File: config.mk
export PLATFORM = sky130hd
export DESIGN_NAME = pio_addr_decoder
export DESIGN_NICKNAME = d
export VERILOG_FILES = /design/src/rtl/pio_dec_pkg.sv /design/src/rtl/pio_base_match.sv /design/src/rtl/pio_window_gate.sv /design/src/rtl/pio_sel_decode.sv /design/src/rtl/pio_addr_decoder.sv
export SDC_FILE = /design/constraint.sdc
export NUM_CORES = 1
export LEC_CHECK = 0
export BUFFER_PORTS_ARGS = -buffer_cell sky130_fd_sc_hd__buf_2
export CAP_MARGIN = 20
export CELL_PAD_IN_SITES_DETAIL_PLACEMENT = 2
export CELL_PAD_IN_SITES_GLOBAL_PLACEMENT = 2
export CORE_AREA = 4 4 41 43
export DETAILED_ROUTE_END_ITERATION = 12
export DIE_AREA = 0 0 45 47
export PLACE_DENSITY = 0.74
export SYNTH_ARGS = -nofsm -noshare
export SYNTH_HDL_FRONTEND = slang
export SYNTH_SLANG_ARGS = --single-unit
File: constraint.sdc
create_clock -name vclk -period 1.5
set_input_delay 0.15 -clock vclk [all_inputs]
set_output_delay 0.15 -clock vclk [all_outputs]
set_load 0.005 [all_outputs]
File: src/rtl/pio_dec_pkg.sv
// Package: shared defaults and types for the address-only peripheral decoder.
// Assumes address fields are laid out from LSB: register bits, device bits,
// one window bit, then the base-compare bits up to the address MSB.
package pio_dec_pkg;
    localparam int unsigned DEF_ADDR_W = 8;  // I/O address bits decoded
    localparam int unsigned DEF_PORT_W = 2;  // register-select bits per device
    localparam int unsigned DEF_DEV_W  = 2;  // device-index bits

    // Which half of the window the block answers in.
    typedef enum logic {
        WIN_LOW  = 1'b0,
        WIN_HIGH = 1'b1
    } win_pol_e;
endpackage

File: src/rtl/pio_base_match.sv
// Module: masked equality compare of upper address bits with a board base.
// Assumes base_cmp bit = 1 means "compare", 0 means "don't care" (mirror).
module pio_base_match #(
    parameter int unsigned BASE_W = 3
) (
    input  logic [BASE_W-1:0] addr_hi,
    input  logic [BASE_W-1:0] base_sw,
    input  logic [BASE_W-1:0] base_cmp,
    output logic              match
);
    logic [BASE_W-1:0] bit_ok;

    // One matcher per base bit; a masked bit always agrees.
    for (genvar i = 0; i < BASE_W; i++) begin : g_bit
        assign bit_ok[i] = ~base_cmp[i] | ~(addr_hi[i] ^ base_sw[i]);
    end

    // Board matches only when every bit agrees.
    assign match = &bit_ok;
endmodule

File: src/rtl/pio_window_gate.sv
// Module: half-window enable from a single address bit with selectable polarity.
// Assumes polarity is static while the CPU runs (set by strap or switch).
module pio_window_gate
    import pio_dec_pkg::*;
(
    input  logic     win_bit,
    input  win_pol_e pol,
    output logic     win_ok
);
    // Window is open when the address bit equals the chosen polarity.
    always_comb begin
        win_ok = (win_bit == logic'(pol));
    end
endmodule

File: src/rtl/pio_sel_decode.sv
// Module: binary-to-one-cold decoder for peripheral selects.
// Assumes enable already folds in every board-level qualification.
module pio_sel_decode #(
    parameter int unsigned DEV_W = 2,
    localparam int unsigned NUM_SEL = 1 << DEV_W
) (
    input  logic               enable,
    input  logic [DEV_W-1:0]   idx,
    output logic [NUM_SEL-1:0] sel_n
);
    // One active-low output per device slot.
    for (genvar k = 0; k < NUM_SEL; k++) begin : g_sel
        assign sel_n[k] = ~(enable && (idx == DEV_W'(k)));
    end
endmodule

File: src/rtl/pio_addr_decoder.sv
// Module: top of the address-only peripheral select decoder.
// Splits the I/O address into register, device, window and base fields and
// produces active-low selects. Purely combinational; no strobe is used, and
// each peripheral qualifies its select with the I/O request itself.
// Assumes ADDR_W > PORT_W + DEV_W + 1 so that at least one base bit exists.
module pio_addr_decoder
    import pio_dec_pkg::*;
#(
    parameter int unsigned ADDR_W = DEF_ADDR_W,
    parameter int unsigned PORT_W = DEF_PORT_W,
    parameter int unsigned DEV_W  = DEF_DEV_W,
    localparam int unsigned NUM_SEL  = 1 << DEV_W,
    localparam int unsigned WIN_BIT  = PORT_W + DEV_W,
    localparam int unsigned BASE_LSB = WIN_BIT + 1,
    localparam int unsigned BASE_W   = ADDR_W - BASE_LSB
) (
    input  logic [ADDR_W-1:0]  io_addr,
    input  logic [BASE_W-1:0]  base_sw,
    input  logic [BASE_W-1:0]  base_cmp,
    input  logic               hi_half,
    output logic [NUM_SEL-1:0] sel_n,
    output logic [PORT_W-1:0]  reg_sel
);
    logic win_ok;
    logic base_ok;
    logic dec_en;

    // Register-select bits go straight to the peripherals.
    assign reg_sel = io_addr[PORT_W-1:0];

    // Board base compare on the upper address field.
    pio_base_match #(.BASE_W(BASE_W)) u_base (
        .addr_hi  (io_addr[ADDR_W-1:BASE_LSB]),
        .base_sw  (base_sw),
        .base_cmp (base_cmp),
        .match    (base_ok)
    );

    // Half-window enable on the single window bit.
    pio_window_gate u_win (
        .win_bit (io_addr[WIN_BIT]),
        .pol     (win_pol_e'(hi_half)),
        .win_ok  (win_ok)
    );

    // Both board-level checks must pass before any select asserts.
    assign dec_en = win_ok & base_ok;

    // Device index to one-cold selects.
    pio_sel_decode #(.DEV_W(DEV_W)) u_dec (
        .enable (dec_en),
        .idx    (io_addr[WIN_BIT-1:PORT_W]),
        .sel_n  (sel_n)
    );
endmodule

# Yosys cells after proc, flatten, opt, wreduce, memory -nomap -nowiden
# Index checks and enable logic that the tools add are counted.
[word_totals] elab_cells=27 inputBits=15 regBits=0 output_inout_bits=6
[classes] eq_ne=4 bitwise=17 n_reduce_logical=6
[op_table] op="$not A1 Y1" n=10
[op_table] op="$eq A2 B2 Y1 const B" n=2
[op_table] op="$logic_and A1 B1 Y1" n=4
[op_table] op="$or A1 B1 Y1" n=3
[op_table] op="$reduce_and A3 Y1" n=1
[op_table] op="$xor A1 B1 Y1" n=3
[op_table] op="$eq A2 B1 Y1 const B" n=1
[op_table] op="$logic_not A2 Y1" n=1
[op_table] op="$and A1 B1 Y1" n=1
[op_table] op="$eq A1 B1 Y1" n=1

# Depth between registers and ports, before layout
[depth] ltp_word=7 ltp_mapped=3 ltp_nobuf=3

# By module
# Synthesis repeated with hierarchy kept, for this count alone.
[hier_totals] cells_unflattened=12 area_unflattened_um2=95.1
[modules_own_cells] mod="pio_base_match" cells_each=4 n_inst=1 area_per_inst_um2=36.3 seq_area_each_um2=0.0
[modules_own_cells] mod="pio_sel_decode" cells_each=4 n_inst=1 area_per_inst_um2=28.8 seq_area_each_um2=0.0
[modules_own_cells] mod="pio_addr_decoder" cells_each=3 n_inst=1 area_per_inst_um2=21.3 seq_area_each_um2=0.0
[modules_own_cells] mod="pio_window_gate" cells_each=1 n_inst=1 area_per_inst_um2=8.8 seq_area_each_um2=0.0

# Worst setup path before layout
# OpenSTA, ideal clock, no wires.
[synth_path] kind="in2out" from="input port base_sw[0]" to="output port sel_n[0]" path_slack_ns=0.694 t_arrival_ns=0.656 required_ns=1.350 cell_stages=3 n_path_buf=0 path_cell_list="xor2_1 -> a22oi_2 -> nand4bb_1"
[synth_via] elab_chain_cells=7
[synth_rtl] item="start: declaration" line_no="pio_addr_decoder.sv:18" rtl="input logic [BASE_W-1:0] base_sw,"
[synth_rtl] item="$xor A1 B1 Y1" line_no="pio_base_match.sv:15" rtl="assign bit_ok[i] = ~base_cmp[i] | ~(addr_hi[i] ^ base_sw[i]);"
[synth_rtl] item="$not A1 Y1" line_no="pio_base_match.sv:15"
[synth_rtl] item="$or A1 B1 Y1" line_no="pio_base_match.sv:15"
[synth_rtl] item="$reduce_and A3 Y1" line_no="pio_base_match.sv:19" rtl="assign match = &bit_ok;"
[synth_rtl] item="$and A1 B1 Y1" line_no="pio_addr_decoder.sv:47" rtl="assign dec_en = win_ok & base_ok;"
[synth_rtl] item="$logic_and A1 B1 Y1" line_no="pio_sel_decode.sv:13" rtl="assign sel_n[k] = ~(enable && (idx == DEV_W'(k)));"
[synth_rtl] item="$not A1 Y1" line_no="pio_sel_decode.sv:13"
[synth_rtl] item="end: declaration" line_no="pio_addr_decoder.sv:21" rtl="output logic [NUM_SEL-1:0] sel_n,"
# No other way between the ends.

# Worst setup path in the final report
[layout_path] from="input port base_sw[0]" to="output port sel_n[3]"
# Same word-level chain as after synthesis.

==> key figures <==
CTS
  – Post-CTS Resized: 0
  – Post-CTS setup buffers: 0
  – # hold bufs at CTS: 0

Route
  – Vias/cell: between 3 and 4
  – # DRC: 0
  – DR WL/cell: ~10 um
  – DR pass1 iterations: 1
  – WL final: 422 um
  – Final ANT Viol Nets: 0
  – Via count: 154
  – 1st-iter DRT viols: 0

Synthesis
  – Post-Syn Instances: 12
  – Mapped cell area: between 100 and 150 sq um
  – Area leader, netlist: xor2_1
  – Top post-synthesis cells by area: xor2_1 33%, nand4b_1 16%, buf_4 14%, a22oi_2 12%, nand4bb_1 11%
  – Synthesized area per cell: between 8 and 9 sq um
  – Share of Yosys cell area claimed by the top area cell type: between 30% and 40%
  – Post-synthesis sequential area ratio: 0%
  – Syn Nets: 27
  – Synth cell types: 7
  – Ys Warns: 0

Setup path
  – Crit-path max FO: 4
  – CP dominant cell by count: buf_2
  – Crit-path max cell delay: between 0.2 and 0.3 ns
  – Arrival time at the worst endpoint: about 0.95 ns
  – CP required: 1.35 ns
  – Type of the worst setup path: primary input to primary output
  – CP endpoint kind: primary output
  – Crit-path cells: buf_2, xor2_1, a22oi_2, nand4_1, buf_2
  – Startpoint types: primary input
  – Crit path max-delay cell type: a22oi_2

Layout
  – Register area: 0 sq um
  – CLK BUF: 0
  – Layout cells sized above 1: between 70 and 80%
  – Nets@finish: 44
  – Sequential cell count: 0
  – Design area: around 200 sq um
  – Final Util: 15.0%
  – Antenna cell count: 0
  – P&R area growth vs syn: 83.5%

Power and ir drop
  – Pwr Total: between 0.00004 and 0.00005 W
  – Max IR drop VDD: approximately 0.053 mV
  – P per Cell Area: around 260 mW/mm^2
  – P_leak: around 0.087 nW

Die
  – Die Width: 45 um
  – Number of cell rows: 13
  – Core area: between 0.001 and 0.0015 sq mm
  – Die height: about 47 um
  – # IOs: 21
  – Die ar.: roughly 0.0021 sq mm
  – Starting Density: under 10%

Global routing
  – Gr usage total: approximately 3.2%
  – Met2 usage: between 7 and 8%
  – Via count of the first global-routing pass: ~150
  – First-pass GRT wire length: ~510 um
  – GR Layer Usage met1: under 10%
  – Busiest layer in global routing: met2
  – Initial antenna violation count: 0
  – Met3 Use GR: less than 1%
  – Largest net degree at the start of global routing: 5
  – Total grt overflow: 0

STA
  – Count of final hold-check violations: 0
  – Final Cycle Share: about 73%
  – Total negative slack: 0 ns
  – Unrepaired setup endpoints after global routing: false
  – Final Slew Violations: 0
  – Minimum clock period: between 1 and 1.5 ns
  – Relative slew margins: 85.3%
  – # setup viols final: 0
  – FMAX: a little over 900 MHz
  – Pin slew with the least headroom to its limit: 0.220 ns

Place
  – Final GP Congestion: between 0.5 and 0.6
  – IO buf count: 17
  – DP Area: around 200 sq um

Status
  – Status: finished, final reports clean

Flow run
  – Number of max-cap violations: 0

Hold path
  – HP Class: primary input to primary output
[synth_stat cells (all sizes together)]
master / count
xor2: 4
buf: 2
nand4b: 2
a21oi: 1
a22oi: 1
nand4: 1
nand4bb: 1
[kinds of logic (layout without fill, tap and decap cells)]
logic type      Yosys count  count (layout)  share of synthesized area, %
xor+xnor                  4               4                          32.9
buf+inv                   2              17                          14.1
compound gates            2               2                          20.0
simple gates              4               4                          32.9
[worst paths after layout]
| path | to | cells after the start | slack (ns) | start |
|---|---|---|---|---|
| setup / recovery | sel_n[3] | 5 | 0.40 | base_sw[0] |
| hold / removal | reg_sel[1] | 0 | 0.30 | io_addr[1] |
[layout make-up]
type                       instances  area [sq um]
fill                             170          1110
timing repair buffer              17          85.1
multi-input combinational         10          91.3
tap                               15          18.8
[metrics by stage]
stage	hold slack, ns	worst slack (ns)	cells
floorplan	0.361	0.694	12
global placement	0.300	0.433	42
detailed placement	0.300	0.404	42
CTS	0.300	0.406	42
global route	0.300	0.358	42
finish	0.300	0.403	42
[critical path: cells and delay by family]
family,cells,cell delay [ns]
buffers and inverters,2,0.25
and+or+nand+nor,1,0.14
AOI/OAI and AO/OA,1,0.25
xor gates and xnor gates,1,0.16
[report_power, final]
group / total (W) / internal [W] / switching [W] / leakage, nW
combinational: 0.0000498 / 0.0000263 / 0.0000235 / 0.0869
clock: 0 / 0 / 0 / 0
sequential: 0 / 0 / 0 / 0
total: 0.0000498 / 0.0000263 / 0.0000235 / 0.0869
[per-layer routing]
metal | vias to the layer above | share of wire (%) | routed length (um)
met5 | - | 0 | 0
met4 | 0 | 0 | 0
met3 | 0 | 17 | 70
met2 | 11 | 47 | 199
met1 | 68 | 36 | 151
li1 | 75 | - | -
[placed cells by master (no fill, tap or decap), drive strengths merged]
| master | synthesis | routed |
|---|---|---|
| a22oi | 1 | 1 |
| nand4b | 2 | 2 |
| buf | 2 | 17 |
| nand4bb | 1 | 1 |
| a21oi | 1 | 1 |
| nand4 | 1 | 1 |
| xor2 | 4 | 4 |
Power figures use the tool's default switching activity.
